`src/rtl/intc_steer_pkg.sv`:
```
package intc_steer_pkg;
  localparam int unsigned N_EXT_D = 4;
  localparam int unsigned N_INT_D = 16;
  localparam int unsigned DW_D    = 32;
  localparam int unsigned AW_D    = 6;

  // word index (byte offset / 4) of each register
  localparam logic [3:0] WI_PEND  = 4'h0;
  localparam logic [3:0] WI_EN    = 4'h1;
  localparam logic [3:0] WI_ROUTE = 4'h2;
  localparam logic [3:0] WI_CLR   = 4'h3;
  localparam logic [3:0] WI_MPEND = 4'h5;
  localparam logic [3:0] WI_INJ   = 4'h6;
  localparam logic [3:0] WI_RNRM  = 4'h8;
  localparam logic [3:0] WI_RFST  = 4'h9;
  localparam logic [3:0] WI_MNRM  = 4'hA;
  localparam logic [3:0] WI_MFST  = 4'hB;
endpackage

```
`src/rtl/intc_capture.sv`:
```
module intc_capture #(
  parameter int unsigned N_EXT = 4,
  parameter int unsigned N_INT = 16,
  parameter int unsigned SYNC  = 2,
  localparam int unsigned NSRC = N_EXT + N_INT
) (
  input  logic             clk,
  input  logic             rst_n,
  input  logic [N_EXT-1:0] ext_i,
  input  logic [N_INT-1:0] int_i,
  output logic [NSRC-1:0]  rise_o
);
  logic [SYNC-1:0][N_EXT-1:0] stage_q;
  logic [N_EXT-1:0]           ext_prev_q;
  logic [N_INT-1:0]           int_prev_q;

  always_ff @(posedge clk) begin
    if (!rst_n) stage_q[0] <= '0;
    else        stage_q[0] <= ext_i;
  end

  for (genvar s = 1; s < SYNC; s++) begin : g_sync
    always_ff @(posedge clk) begin
      if (!rst_n) stage_q[s] <= '0;
      else        stage_q[s] <= stage_q[s-1];
    end
  end

  always_ff @(posedge clk) begin
    if (!rst_n) begin
      ext_prev_q <= '0;
      int_prev_q <= '0;
    end else begin
      ext_prev_q <= stage_q[SYNC-1];
      int_prev_q <= int_i;
    end
  end

  assign rise_o = {int_i & ~int_prev_q, stage_q[SYNC-1] & ~ext_prev_q};
endmodule

```
`src/rtl/intc_pending.sv`:
```
module intc_pending #(
  parameter int unsigned NSRC = 20
) (
  input  logic            clk,
  input  logic            rst_n,
  input  logic [NSRC-1:0] set_i,
  input  logic [NSRC-1:0] clr_i,
  output logic [NSRC-1:0] pend_o
);
  logic [NSRC-1:0] pend_q;

  // a set in the same cycle overrides a clear
  always_ff @(posedge clk) begin
    if (!rst_n) pend_q <= '0;
    else        pend_q <= (pend_q & ~clr_i) | set_i;
  end

  assign pend_o = pend_q;
endmodule

```
`src/rtl/intc_cfg.sv`:
```
module intc_cfg
  import intc_steer_pkg::*;
#(
  parameter int unsigned N_EXT = 4,
  parameter int unsigned N_INT = 16,
  parameter int unsigned AW    = 6,
  localparam int unsigned NSRC = N_EXT + N_INT,
  localparam int unsigned WIW  = AW - 2
) (
  input  logic            clk,
  input  logic            rst_n,
  input  logic            wr_i,
  input  logic [WIW-1:0]  widx_i,
  input  logic [NSRC-1:0] wdata_i,
  output logic [NSRC-1:0] en_o,
  output logic [NSRC-1:0] route_o,
  output logic [NSRC-1:0] inj_o,
  output logic [NSRC-1:0] clr_o
);
  localparam logic [NSRC-1:0] INJ_MASK = {{N_INT{1'b1}}, {N_EXT{1'b0}}};

  logic [NSRC-1:0] en_q, route_q, inj_q;

  always_ff @(posedge clk) begin
    if (!rst_n) begin
      en_q    <= '0;
      route_q <= '0;
      inj_q   <= '0;
    end else if (wr_i) begin
      if (widx_i == WIW'(WI_EN))    en_q    <= wdata_i;
      if (widx_i == WIW'(WI_ROUTE)) route_q <= wdata_i;
      if (widx_i == WIW'(WI_INJ))   inj_q   <= wdata_i & INJ_MASK;
    end
  end

  assign clr_o   = (wr_i && widx_i == WIW'(WI_CLR)) ? wdata_i : '0;
  assign en_o    = en_q;
  assign route_o = route_q;
  assign inj_o   = inj_q;
endmodule

```
`src/rtl/intc_steer.sv`:
```
module intc_steer
  import intc_steer_pkg::*;
#(
  parameter int unsigned N_EXT = N_EXT_D,
  parameter int unsigned N_INT = N_INT_D,
  parameter int unsigned DW    = DW_D,
  parameter int unsigned AW    = AW_D,
  localparam int unsigned NSRC = N_EXT + N_INT,
  localparam int unsigned WIW  = AW - 2
) (
  input  logic             clk,
  input  logic             rst_n,
  input  logic [N_EXT-1:0] ext_req_i,
  input  logic [N_INT-1:0] int_req_i,
  input  logic             bus_wr_i,
  input  logic [AW-1:0]    bus_addr_i,
  input  logic [DW-1:0]    bus_wdata_i,
  output logic [DW-1:0]    bus_rdata_o,
  output logic             irq_o,
  output logic             fiq_o
);
  logic [NSRC-1:0] rise_vec, set_vec, clr_vec, pend_q;
  logic [NSRC-1:0] en_q, sel_q, test_q;
  logic [NSRC-1:0] v_mpend, v_rnrm, v_rfst, v_mnrm, v_mfst, rd_word;
  logic [WIW-1:0]  widx;
  logic            irq_q, fiq_q;
  logic            unused_bits;

  assign widx        = bus_addr_i[AW-1:2];
  assign unused_bits = ^{bus_wdata_i[DW-1:NSRC], bus_addr_i[1:0]};

  intc_capture #(.N_EXT(N_EXT), .N_INT(N_INT), .SYNC(2)) u_cap (
    .clk(clk), .rst_n(rst_n), .ext_i(ext_req_i), .int_i(int_req_i),
    .rise_o(rise_vec)
  );

  intc_cfg #(.N_EXT(N_EXT), .N_INT(N_INT), .AW(AW)) u_cfg (
    .clk(clk), .rst_n(rst_n), .wr_i(bus_wr_i), .widx_i(widx),
    .wdata_i(bus_wdata_i[NSRC-1:0]), .en_o(en_q), .route_o(sel_q),
    .inj_o(test_q), .clr_o(clr_vec)
  );

  assign set_vec = rise_vec | test_q;

  intc_pending #(.NSRC(NSRC)) u_pend (
    .clk(clk), .rst_n(rst_n), .set_i(set_vec), .clr_i(clr_vec),
    .pend_o(pend_q)
  );

  assign v_mpend = pend_q & en_q;
  assign v_rnrm  = pend_q & ~sel_q;
  assign v_rfst  = pend_q & sel_q;
  assign v_mnrm  = v_rnrm & en_q;
  assign v_mfst  = v_rfst & en_q;

  always_comb begin
    rd_word = '0;
    if (widx == WIW'(WI_PEND))  rd_word = pend_q;
    if (widx == WIW'(WI_EN))    rd_word = en_q;
    if (widx == WIW'(WI_ROUTE)) rd_word = sel_q;
    if (widx == WIW'(WI_MPEND)) rd_word = v_mpend;
    if (widx == WIW'(WI_INJ))   rd_word = test_q;
    if (widx == WIW'(WI_RNRM))  rd_word = v_rnrm;
    if (widx == WIW'(WI_RFST))  rd_word = v_rfst;
    if (widx == WIW'(WI_MNRM))  rd_word = v_mnrm;
    if (widx == WIW'(WI_MFST))  rd_word = v_mfst;
  end

  assign bus_rdata_o = {{(DW-NSRC){1'b0}}, rd_word};

  always_ff @(posedge clk) begin
    if (!rst_n) begin
      irq_q <= 1'b0;
      fiq_q <= 1'b0;
    end else begin
      irq_q <= |v_mnrm;
      fiq_q <= |v_mfst;
    end
  end

  assign irq_o = irq_q;
  assign fiq_o = fiq_q;
endmodule

```
`config.mk`:
```
export PLATFORM = sky130hd
export DESIGN_NAME = intc_steer
export DESIGN_NICKNAME = d
export VERILOG_FILES = /design/src/rtl/intc_steer_pkg.sv /design/src/rtl/intc_capture.sv /design/src/rtl/intc_pending.sv /design/src/rtl/intc_cfg.sv /design/src/rtl/intc_steer.sv
export SDC_FILE = /design/constraint.sdc
export NUM_CORES = 1
export LEC_CHECK = 0
export ABC_AREA = 1
export BUFFER_PORTS_ARGS = -buffer_cell sky130_fd_sc_hd__buf_2
export CORE_ASPECT_RATIO = 0.7
export CORE_MARGIN = 2
export CORE_UTILIZATION = 63
export CTS_CLUSTER_DIAMETER = 60
export CTS_CLUSTER_SIZE = 8
export DETAILED_ROUTE_END_ITERATION = 16
export PLACE_DENSITY = 0.89
export SLEW_MARGIN = 30
export SYNTH_ARGS = -nofsm -noshare
export SYNTH_HDL_FRONTEND = slang
export SYNTH_HIERARCHICAL = 1
export SYNTH_SLANG_ARGS = --single-unit
export TNS_END_PERCENT = 10
```
`constraint.sdc`:
```
create_clock -name clk -period 2.09 [get_ports clk]
set_clock_uncertainty 0.2 [all_clocks]
set_input_delay 0.209 -clock clk [delete_from_list [all_inputs] [get_ports clk]]
set_output_delay 0.209 -clock clk [all_outputs]
set_load 0.01 [all_outputs]
```
* Word-level counts from Yosys, hierarchy flattened
Cells that the tools add are included.
Word-level totals: output and inout bits 34, logic and storage cells 50, register bits after elaboration 106, input bits 61
Operators by class: reduce and logical (&&, ||, !) cells 7, bitwise gates (word level) 14, equality and inequality tests 9, mux-type cells 10
Operator list (number):
- 20-bit two-way mux | 10
- 20-bit bitwise AND | 6
- 20-bit inverter | 2
- 20-bit OR | 2
- 20-bit OR reduction | 2
- 16-bit bitwise AND | 1
- 4-bit equality test (second input constant) | 4
- 16-bit inverter | 1
- 4-bit by 2-bit equality test with 1-bit output (second input constant) | 2
- 4-bit by 3-bit equality test with 1-bit output (second input constant) | 2
- 2-bit AND reduction | 3
- 4-bit bitwise AND | 1
- 4-bit by 1-bit equality test with 1-bit output (second input constant) | 1
- 4-bit zero test | 1
- 4-bit inverter | 1
- 1-bit logical AND | 1

* Depth between registers and ports, before layout
word-level depth 10, gate-level depth with buffers 9, depth with buffers taken out 8

* By module
Netlist, hierarchy kept.
Modules (own cells, without submodules):
- intc_cfg | times used 1, seq. area each 1121.1 sq um, cells each 367, area each 2482.4 sq um
- intc_steer | times used 1, seq. area each 40.0 sq um, cells each 513, area each 2431.1 sq um
- intc_capture | times used 1, seq. area each 560.5 sq um, cells each 127, area each 962.2 sq um
- intc_pending | times used 1, seq. area each 400.4 sq um, cells each 103, area each 827.0 sq um

* Least setup slack after synthesis
No wires, ideal clock.
path kind input to output, start point input port bus_addr_i[4], end point output port bus_rdata_o[4], stages 8, required time 1.681 ns, arrival time 1.085 ns, path buffers 1, path slack 0.596 ns, cells stage by stage inv_1 > nand2_1 > nor3_1 > clkbuf_1 > nand3_1 > nand4_1 > nand2_1 > nand2_1
On the way: cells in the longest elaborated chain, start to end 10, elaborated cells on any way between the ends 18, those cells by class 8 x eq/ne; 9 x mux; 1 x reduce/logical
RTL lines:
- start, declared | line intc_steer.sv:16 | input logic [AW-1:0] bus_addr_i,
- 4-bit zero test | line intc_steer.sv:58 | if (widx == WIW'(WI_PEND)) rd_word = pend_q;
- 20-bit two-way mux | line intc_steer.sv:58
- 20-bit two-way mux | line intc_steer.sv:59 | if (widx == WIW'(WI_EN)) rd_word = en_q;
- 20-bit two-way mux | line intc_steer.sv:60 | if (widx == WIW'(WI_ROUTE)) rd_word = sel_q;
- 20-bit two-way mux | line intc_steer.sv:61 | if (widx == WIW'(WI_MPEND)) rd_word = v_mpend;
- 20-bit two-way mux | line intc_steer.sv:62 | if (widx == WIW'(WI_INJ)) rd_word = test_q;
- 20-bit two-way mux | line intc_steer.sv:63 | if (widx == WIW'(WI_RNRM)) rd_word = v_rnrm;
- 20-bit two-way mux | line intc_steer.sv:64 | if (widx == WIW'(WI_RFST)) rd_word = v_rfst;
- 20-bit two-way mux | line intc_steer.sv:65 | if (widx == WIW'(WI_MNRM)) rd_word = v_mnrm;
- 20-bit two-way mux (*) | line intc_steer.sv:66 | if (widx == WIW'(WI_MFST)) rd_word = v_mfst;
- end, declared | line intc_steer.sv:18 | output logic [DW-1:0] bus_rdata_o,
Mark *: on every way between the ends. The rest lies on a longest branch, timed or not.

* Worst setup path after layout
start point register u_pend.pend_q[7] (netlist: u_pend/pend_o[7]), end point output port bus_rdata_o[7]
On the way: cells in the longest elaborated chain, start to end 9, elaborated cells on any way between the ends 14, those cells by class 9 x mux; 5 x bitwise
RTL lines:
- start, declared | line intc_pending.sv:10 | logic [NSRC-1:0] pend_q;
- start signal, assigned | line intc_pending.sv:15 | else pend_q <= (pend_q & ~clr_i) | set_i;
- 20-bit two-way mux | line intc_steer.sv:58
- 20-bit two-way mux | line intc_steer.sv:59
- 20-bit two-way mux | line intc_steer.sv:60
- 20-bit two-way mux | line intc_steer.sv:61
- 20-bit two-way mux | line intc_steer.sv:62
- 20-bit two-way mux | line intc_steer.sv:63
- 20-bit two-way mux | line intc_steer.sv:64
- 20-bit two-way mux | line intc_steer.sv:65
- 20-bit two-way mux (*) | line intc_steer.sv:66
Marked as above.

==> flow_summary.json <==
{
  "flow.area_growth_from_synthesis_pct": 13.4,
  "routed_wirelength_um": 19200,
  "num_rows": 31,
  "fillerInstances": 838,
  "setup_viol": 0,
  "p_comb_share_pct": 14.9,
  "commonest_non_fill_non_tap_cell_in_the_layout": "nand2_1",
  "outcome": "finished, final reports clean",
  "place_hpwl_um": 12700,
  "worstSkewPairLatency_ns": 0.35,
  "multi_input_area_um2": 3570,
  "cell_internal_pwr_mw": 3.25,
  "path_class": "flip-flop to primary output",
  "cts_root_buffer": "clkbuf_16",
  "io_buffers": 68,
  "cts_setup_buffers": 0,
  "final-max-slew-violation-count": 0,
  "top_routing_layer_used": "met4",
  "cts.path.max_buffers": 2,
  "fmax_mhz": 502,
  "hold_path.class": "primary input to flip-flop",
  "pre_cts_slack_ns": 0.0949,
  "grt_pass1_vias": 6319,
  "min_period_ns": 1.99,
  "worst_slew_margin_rel_pct": 57.3,
  "p_per_area_nw_per_um2": 603,
  "floorplan.initialDensity_pct": 64.7,
  "p_seq_share_pct": 48.3,
  "netSwitchingPower_mw": 1.33,
  "io_pins": 95,
  "cts_max_level": 3,
  "grt_overflow_total": 0,
  "final_layout_size_suffix_gt1_share_pct": 14.3,
  "drtAntennaViolNets": 0,
  "clock_tree_from_tritoncts": "yes",
  "place_area_um2": 7100,
  "detailroute.via_count": 7299,
  "critical_path.endpoint_type": "primary output",
  "final.period_utilization_pct": 95.4,
  "cp.required_ns": 1.68,
  "die_w_um": 127,
  "synthesis.area_um2": 6700,
  "design.final.nets": 1232,
  "die_area_um2": 11500,
  "clkPwrFrac_pct": 36.9,
  "drt_first_pass_iters": 6,
  "critPathArrivalTime_ns": 1.58,
  "met3_wirelength_um": 2620,
  "start_kind": "flip-flop",
  "fp.dieH_um": 90.3,
  "tightestPinTransition_ns": 0.639,
  "core_area_um2": 10400,
  "power_leakage_nw": 3.58,
  "setup_total_negative_slack_ns": 0,
  "cp_max_fo": 6,
  "synth.avg_cell_area_um2": 6.04,
  "yosysUniqueCellTypes": 26,
  "number_of_antenna_violations_at_the_first_check_in_global_routing": 0,
  "least_setup_slack_across_all_paths_after_layout_ns": 0.0967,
  "layout_common_cells": "nand2_1, nor2_1, inv_1, nand3_1, dfxtp_1",
  "max_cap_viol_count": 0,
  "grt_util_all_layers_pct": 33.5,
  "largest_net_degree_at_the_start_of_global_routing": 61,
  "worst_setup_hold_path_clk_slew_ns": 0.07,
  "synth.yosys.warnings": 6,
  "synth_cells": 1110,
  "share_of_synthesized_area_occupied_by_flip_flops_and_latches_pct": 31.7,
  "synth_seq_cells": 106,
  "wl_met1_um": 8330,
  "vdd_ir_drop_max_mv": 0.575,
  "met2_routed_wirelength_um": 7900,
  "avgViaCountPerCell": 5.58,
  "detail_route.iter0.violations": 774,
  "avgRoutedWirePerCell_um": 14.7,
  "cts_made_buffers": 9,
  "route.detailed.drc": 0,
  "layout.area.seq_um2": 2120,
  "antennaDiodeCount": 0,
  "clock_sink_count": 106,
  "finalInstanceArea_um2": 7600,
  "routabilityCongestion": 0.950,
  "finalHoldViolCount": 0,
  "first_pass_grt_wire_length_um": 31100,
  "switching_share_pct": 29.1,
  "setup_repair_after_global_routing_missed_its_margin": "yes"
}
[synthesized netlist by cell type]
cell type  count  area share, %
buf_4         20            2.2
buf_1          6           0.34
buf_2         25            1.9
o21ai_0        7           0.52
nand2_1      231             13
nand4_1       83            7.7
inv_2          6           0.34
nor2_2         4           0.37
dfxtp_1      106             32
o21ai_1       17            1.3
or2_0          4           0.37
a21oi_2       20            2.6
nor2_1       211             12
buf_8          2           0.45
inv_1        159            8.9
nand2_2        1          0.093
nand3_2        1           0.15
nand3b_2       1           0.17
nor3_1        11           0.82
clkbuf_1      17           0.95
o2111ai_1      1           0.13
conb_1         2           0.11
nand3_1      146             11
nor2_4         1           0.17
buf_6          6            1.0
or2_2         22            2.1
[layer usage]
metal,vias up,track usage [%]
met5,-,0
met2,469,49.3
li1,3590,-
met3,39,6.87
met4,0,9.71
met1,3201,49.5
[cells by family after synthesis]
| family | count (synthesis) | synth area share (%) |
|---|---|---|
| simple gates | 716 | 47.6 |
| buf+inv | 241 | 16.1 |
| other cells | 2 | 0.112 |
| flops | 106 | 31.7 |
| compound gates | 45 | 4.54 |
[layout make-up]
cell class | count | area share [%]
inverters | 165 | 8.16
repair buffers | 112 | 10.8
clock inverters | 5 | 0.593
flip-flops and latches | 106 | 27.9
multi-input cells | 777 | 47.0
clock buffers | 11 | 3.33
well taps | 132 | 2.17
[worst max-delay path, cell delays in order (launching register included)]
cell and delay, ns:
dfxtp_1 0.47, inv_1 0.10, nor3_1 0.24, or2_0 0.14, nand2_1 0.05, nand2_1 0.10, buf_2 0.14
[power by group through the flow]
| stage | Combinational [mW] | Sequential (mW) | Clock [mW] |
|---|---|---|---|
| floorplan | 0.458 | 2.22 | 0 |
| global placement | 0.616 | 2.25 | 0 |
| detailed placement | 0.630 | 2.25 | 0 |
| CTS | 0.663 | 2.20 | 1.70 |
| global route | 0.749 | 2.22 | 1.78 |
| finish | 0.681 | 2.21 | 1.69 |
[flip-flops by register name, summed over array words and instances, names as in the netlist]
name / count
u_cap/stage_q: 8
u_cap/int_prev_q: 16
u_cfg/route_o: 20
u_cfg/inj_o: 16
u_cap/ext_prev_q: 4
u_cfg/en_o: 20
fiq_o: 1
u_pend/pend_o: 20
irq_o: 1
[through the flow]
step	total power [mW]	util, %	instances	hold slack [ns]
3_3_place_gp	2.86	68.6	1272	0.191
3_5_place_dp	2.88	68.6	1272	0.193
4_1_cts	4.57	73.4	1308	0.00293
5_1_grt	4.75	73.4	1308	0.0467
6_report	4.58	73.4	1308	0.0174
2_1_floorplan	2.68	-	1124	0.102
[repair_timing]
| action | CTS | global route |
|---|---|---|
| endpoints found under the setup margin | 0 | 5 |
| hold buffers | 20 | 0 |
| gates resized for setup | 0 | 1 |
| endpoints found under the hold margin | 20 | 0 |
[path summary, 6_finish.rpt]
kind	from	to	slack, ns	depth (start not counted)
max	u_pend/pend_o[7]$_SDFF_PN0_	bus_rdata_o[7]	0.1	6
min	bus_wdata_i[14]	u_cfg/inj_o[14]$_SDFFE_PN0P_	0.02	5
min reg2reg	u_cap/stage_q[1]$_SDFF_PN0_	u_cap/stage_q[5]$_SDFF_PN0_	0.22	2
max reg2reg	u_cfg/route_o[13]$_SDFFE_PN0P_	irq_o$_SDFF_PN0_	0.57	6
(Power assumes the default switching activity.)
